===== src/rtl/minmax_slicer.sv =====
module minmax_slicer #(
  parameter int SPB = 8,
  parameter int W   = 12
) (
  input  logic         clk,
  input  logic         rst_n,
  input  logic         in_valid,
  input  logic [W-1:0] in_sample,
  output logic         out_valid,
  output logic         out_bit
);
  localparam int HALF = SPB / 2;
  localparam int WIN  = 2 * SPB;
  localparam int SW   = W + $clog2(HALF) + 1;
  localparam int LIM  = HALF + WIN - 2;
  localparam int CW   = $clog2(LIM + 1);

  logic [W-1:0]  raw_q [HALF];
  logic [SW-1:0] fbuf  [WIN-1];
  logic [SW-1:0] sum_q, sum_nx, mx, mn, thr;
  logic [CW-1:0] cnt_q;
  logic          ready;

  assign ready  = (cnt_q == CW'(LIM));
  assign sum_nx = sum_q + SW'(in_sample) - SW'(raw_q[HALF-1]);

  always_comb begin
    mx = sum_nx;
    mn = sum_nx;
    for (int i = 0; i < WIN-1; i++) begin
      if (fbuf[i] > mx) mx = fbuf[i];
      if (fbuf[i] < mn) mn = fbuf[i];
    end
  end

  assign thr = SW'(({1'b0, mx} + {1'b0, mn}) >> 1);

  always_ff @(posedge clk or negedge rst_n) begin
    if (!rst_n) begin
      for (int i = 0; i < HALF; i++) raw_q[i] <= '0;
      for (int i = 0; i < WIN-1; i++) fbuf[i] <= '0;
      sum_q     <= '0;
      cnt_q     <= '0;
      out_valid <= 1'b0;
      out_bit   <= 1'b0;
    end else begin
      out_valid <= in_valid && ready;
      if (in_valid) begin
        raw_q[0] <= in_sample;
        for (int i = 1; i < HALF; i++) raw_q[i] <= raw_q[i-1];
        fbuf[0] <= sum_nx;
        for (int i = 1; i < WIN-1; i++) fbuf[i] <= fbuf[i-1];
        sum_q   <= sum_nx;
        out_bit <= sum_nx > thr;
        if (!ready) cnt_q <= cnt_q + 1'b1;
      end
    end
  end

  a_r2_valid_follows: assert property (@(posedge clk) disable iff (!rst_n)
    out_valid |-> $past(in_valid));

  a_r1_no_early_valid: assert property (@(posedge clk) disable iff (!rst_n)
    !ready |=> !out_valid);

  a_r2_idle_hold: assert property (@(posedge clk) disable iff (!rst_n)
    !in_valid |=> $stable(sum_q) && $stable(out_bit) && $stable(cnt_q));

  a_r6_flat_zero: assert property (@(posedge clk) disable iff (!rst_n)
    in_valid && ready && (mx == mn) |=> !out_bit);

  a_r5_peak_one: assert property (@(posedge clk) disable iff (!rst_n)
    in_valid && ready && (mx != mn) && (sum_nx == mx) |=> out_bit);
endmodule


===== config.mk =====
export PLATFORM = sky130hd
export DESIGN_NAME = minmax_slicer
export DESIGN_NICKNAME = d
export VERILOG_FILES = /design/src/rtl/minmax_slicer.sv
export SDC_FILE = /design/constraint.sdc
export NUM_CORES = 2
export LEC_CHECK = 0
export BUFFER_PORTS_ARGS = -buffer_cell sky130_fd_sc_hd__buf_2
export CORE_AREA = 2 2 231 233
export DETAILED_ROUTE_END_ITERATION = 10
export DIE_AREA = 0 0 233 235
export PLACE_DENSITY = 0.77
export SYNTH_ARGS = -nofsm -noshare
export SYNTH_HDL_FRONTEND = slang
export SYNTH_SLANG_ARGS = --single-unit

===== constraint.sdc =====
create_clock -name clk -period 55.5 [get_ports clk]
set_input_delay 2.775 -clock clk [delete_from_list [all_inputs] [get_ports clk]]
set_output_delay 2.775 -clock clk [all_outputs]
set_load 0.005 [all_outputs]

Word-level counts from Yosys, hierarchy flattened
Cells that the tools add are included.
- bits in registers: 280
- input bits: 15
- output and inout port bits: 2
- logic and storage cells: 91
- add/sub/neg operators: 4
- order comparisons: 31
- equality and inequality tests: 1
- multiplexer cells: 30
- bitwise gates (word level): 1
- reductions and logical operators: 2
- operators with widths (operator ; count):
    $mux 15 ; 30
    $gt 15x15->1 ; 16
    $lt 15x15->1 ; 15
    $add 15x15->16 ; 1
    $add 15x12->15 ; 1
    $sub 15x12->15 ; 1
    $add 5x1->5 const B ; 1
    $eq 5x5->1 const B ; 1
    $reduce_and 2->1 ; 1
    $logic_and 1x1->1 ; 1
    $not 1->1 ; 1

Depth between registers and ports, before layout
- word-level depth: 34
- depth in mapped cells: 267

Least setup slack after synthesis
OpenSTA, ideal clock, no wires.
- kind: input to register
- start: in in_sample[1]
- end: reg out_bit
- setup time: 0.135 ns
- arrival time: 42.428 ns
- setup slack: 12.937 ns
- stages on the path: 220
- path buffers: 27
- cell sequence: inv_1 fa_1 inv_1 fa_1 a21o_1 a21o_1 a21oi_1 xnor2_1 inv_1 ha_1 or4_1 o21ai_0 nand2_1 maj3_1 maj3_2 a211oi_4 nor2_2 clkbuf_1 [... 184 more ...] a21oi_1 o21bai_1 a21oi_1 o21bai_1 a21oi_1 o21bai_1 a21oi_1 o21bai_1 a21oi_1 xnor2_1 ha_1 a22oi_1 nor2_1 maj3_1 a21oi_1 o21ai_1 a31oi_1 a311oi_1
- cells in the longest elaborated chain, start to end: 34
- ends and longest elaborated chain (what ; line ; RTL):
    start: declaration ; 8 ; input logic [W-1:0] in_sample,
    $add 15x12->15 * ; 25 ; assign sum_nx = sum_q + SW'(in_sample) - SW'(raw_q[HALF-1]);
    $sub 15x12->15 * ; 25 ;
    via sum_nx[6] ; 20 ; logic [SW-1:0] sum_q, sum_nx, mx, mn, thr;
    $gt 15x15->1 / $lt 15x15->1 (equally long branches) ; 31, 32 ;
    $mux 15, on equally long branches ; 31, 32 ;
    $gt 15x15->1 / $lt 15x15->1 (equally long branches) ; 31, 32 ;
    $mux 15, on equally long branches ; 31, 32 ;
    $gt 15x15->1 / $lt 15x15->1 (equally long branches) ; 31, 32 ;
    [... 19 more ...] ; -- ;
    $gt 15x15->1 / $lt 15x15->1 (equally long branches) ; 31, 32 ;
    $mux 15, on equally long branches ; 31, 32 ;
    $gt 15x15->1 / $lt 15x15->1 (equally long branches) ; 31, 32 ;
    $mux 15, on equally long branches ; 31, 32 ;
    $gt 15x15->1 / $lt 15x15->1 (equally long branches) ; 31, 32 ;
    $mux 15, on equally long branches ; 31, 32 ;
    $add 15x15->16 ; 36 ; assign thr = SW'(({1'b0, mx} + {1'b0, mn}) >> 1);
    $gt 15x15->1 * ; 54 ; out_bit <= sum_nx > thr;
    end signal: assignment ; 54 ;
    end: declaration ; 10 ; output logic out_bit
Mark *: on every way through the listed nets, which the timed path passes. The rest lies on a longest branch.
A chain may end at the register's enable or synchronous reset.

Worst setup path after layout
- start: in in_sample[4]
- end: reg out_bit
The elaborated chain is that of the path after synthesis.

==> results.rst <==
.. list-table::
   :header-rows: 1

   * - Metric
     - Value
   * - Overall die height
     - 235 um
   * - CP max-delay cell
     - xnor2_1
   * - First-pass iteration count of the detailed router
     - 6
   * - Final cycle utilization of the critical path
     - 0.8690
   * - Most common cell after layout, fill and taps aside
     - inv_1
   * - Number of clock buffers inserted by TritonCTS
     - 36
   * - Number of endpoints failing setup at the final stage
     - 0
   * - Clock transition at the registers of the reported paths
     - 60 ps
   * - Cell repeated most along the worst path
     - a21oi_1
   * - Worst Path Max Fanout
     - 28
   * - Result of the run
     - finished clean
   * - Clock tree from TritonCTS
     - done
   * - PortBufs
     - 16
   * - Unrepaired setup endpoints after global routing
     - false
   * - Tot GR Track Use
     - 0.3448
   * - Number of DRC markers in iteration 0
     - 2827
   * - Post CTS Setup Buffer Count
     - 0
   * - Arrival time at the worst endpoint
     - 48680 ps
   * - Placeable core area
     - 52240 sq um
   * - Slew Limit Fails
     - 0
   * - Number of antenna-violating nets in the routed design
     - 0
   * - Final RePlAce weighted congestion
     - 1.008
   * - Delay contributed by the slowest stage of the critical path
     - between 800 and 900 ps
   * - Fraction of final layout cells with drive strength greater than 1
     - 0.1157
   * - Total negative slack
     - 0 ps
   * - Mean area per synthesized cell
     - 8.015 sq um
   * - Crit-path leading delay family
     - compound AO/OA/AOI/OAI gates
   * - Tightest Hold Check Type
     - flop to flop
   * - Starting utilization of the core area
     - 0.6056
   * - Post-detailed-route wirelength per cell
     - 20.82 um
   * - Buf+Inv Stages, Crit Path
     - 19
   * - Post-Route Skew
     - 37.54 ps
   * - Mapped cell area
     - approximately 32000 sq um
   * - Hpwl dp
     - 73130 um
   * - Area grow syn2layout
     - 5.553%
   * - Part of the Yosys area used for sequential elements
     - 0.2215
   * - Pin count of the biggest net entering global routing
     - 148
   * - Detailed Route WL
     - 94960 um
   * - FILL cells
     - 4473
   * - Type of element capturing the critical path
     - flop
   * - Cell types with the largest area share after synthesis
     - dfrtp_1 22%, ha_1 15%, mux2_2 8.9%, o21ai_0 6.1%, inv_1 5.3%
   * - Antenna Cells
     - 0
   * - Commonest register cell after synthesis
     - dfrtp_1
   * - Row count
     - 84
   * - Number of instances in the synthesized netlist
     - 3947
   * - Count of state elements after synthesis
     - 280
   * - Slew of the pin with the lowest slew margin
     - ~1200 ps
   * - Congestion Overflow GR
     - 0
   * - Top library cells by usage in the layout, fill and taps aside
     - 450 x inv_1, 422 x nand2_1, 388 x o21ai_0, 368 x ha_1, 280 x dfrtp_1
   * - Synth warn
     - 0
   * - Final Hold Fails
     - 0
   * - CP Class
     - input pin to flop
   * - Synth unique cells
     - 131
   * - Final routed DRC violation total
     - 0
   * - Die outline width
     - roughly 230 um
   * - Clock period minus final worst setup slack
     - 48230 ps
   * - Wire length of the first global-routing pass
     - about 150000 um
   * - Number of vias per cell
     - 6.400
   * - Vias in the first global route
     - 27610
   * - Max Freq
     - 0.02073 GHz
   * - Ys async rst share
     - 1.000
   * - I/O pins
     - 17
   * - Synthesized net count
     - 4343
   * - Total number of vias
     - around 29000
   * - H-tree depth
     - 2
   * - Worst skew pair latency
     - 580 ps
   * - Required @ worst endpoint
     - roughly 56000 ps
   * - Max capacitance violation total
     - 0
   * - Count of flip-flops with a built-in enable after synthesis
     - 0
   * - CTS hold repair buffers
     - 0
   * - Final Util
     - 0.6393
   * - Master cell of the clock root buffer
     - clkbuf_16
   * - Clk sinks
     - 280
   * - Share of the synthesized area in the top cell type
     - 0.2215
   * - Overall die area
     - 54760 sq um
   * - CP startpoint kind
     - input pin
   * - Deepest clock path buffer count
     - 3
   * - Cell taking the most area after synthesis
     - dfrtp_1
   * - Max-Slew Margin vs Limit
     - 0.2022
   * - Nets
     - about 4200
   * - Post-cts resize count
     - 0
   * - Antenna violations before repair
     - 1
[sequential cells by signal, indices dropped and copies added (netlist names)]
name       flops
sum_q         15
fbuf         210
cnt_q          5
out_bit        1
raw_q         48
out_valid      1
[layer usage]
metal  part of all wire  vias to the layer above  global-route usage  routed length [um]
met5                  0                        -                   0                   0
met4              0.043                        0              0.1384                4075
met3              0.079                      247             0.05413                7463
met2               0.44                     1238              0.5367               42100
met1               0.44                    13770              0.4771               41320
li1                   -                    13920                   -                   -
[worst paths after layout]
check | startpoint | to | slack, ps | cells past startpoint
max reg2reg | sum_q[4]$_DFFE_PN0P_ | out_bit$_DFFE_PN0P_ | 9090 | 191
max in group asynchronous | rst_n | fbuf[58]$_DFFE_PN0P_ | 51740 | 2
min | raw_q[32]$_DFFE_PN0P_ | raw_q[20]$_DFFE_PN0P_ | 470 | 1
min reg2reg | raw_q[32]$_DFFE_PN0P_ | raw_q[20]$_DFFE_PN0P_ | 470 | 1
max | in_sample[4] | out_bit$_DFFE_PN0P_ | 7270 | 192
min in group asynchronous | rst_n | cnt_q[0]$_DFFE_PN0P_ | 2190 | 1
[logic make-up (layout without fill, tap and decap cells)]
logic type,after synthesis,after routing,share of synthesized area
flip-flops,280,280,0.2215
AO/OA/AOI/OAI,1116,1116,0.2309
buffers and inverters,626,551,0.07665
multiplexers,337,337,0.1183
AND/OR/NAND/NOR,1115,1115,0.1721
adder cells (fa/ha/maj),399,399,0.1596
XOR/XNOR,74,74,0.02092
[stage by stage]
step                      hold WS (ps)  worst slack (ps)  cells  instance area (sq um)
after global placement           459.3              8777   4496                  32050
after global routing             500.1              3568   4560                  33390
after floorplan                  438.2             12940   3947                  31640
final                            469.4              7270   4560                  33390
after CTS                        473.5              8297   4560                  33390
after detailed placement         462.8              7901   4496                  32050
[Yosys cell counts, types with 26 or more instances]
cell and number:
inv_1 450, nand2_1 422, o21ai_0 388, ha_1 368, dfrtp_1 280, mux2_2 249, a21oi_1 246, nor2_1 219
clkbuf_1 138, mux2i_1 78, a21o_1 72, nand3_1 67, nand4_1 65, xnor2_1 58, nor2b_1 57, nand2b_1 55
and2_1 39, nor3_1 39, a211oi_1 36, o211ai_1 26
[worst reg2reg max path, delay by kind of cell (launching register included)]
family,cells,cell delay [ps]
compound gates,83,20120
mux,7,2580
xor+xnor,3,1260
flops,1,500
fa+ha+maj,20,5830
buf+inv,18,1960
simple gates,60,14000
[cell type report]
class	count	area, sq um	area share
Clock buffer	42	963.4	0.02885
Clock inverter	22	380.4	0.01139
Inverter	452	1697	0.05081
Multi-Input combinational cell	3041	22240	0.6661
Sequential cell	280	7007	0.2098
Tap cell	688	860.8	0.02578
Timing Repair Buffer	35	242.7	0.007269
Power is not shown: default switching activity piles up to over one toggle a cycle in this logic, so the estimate is an artifact.
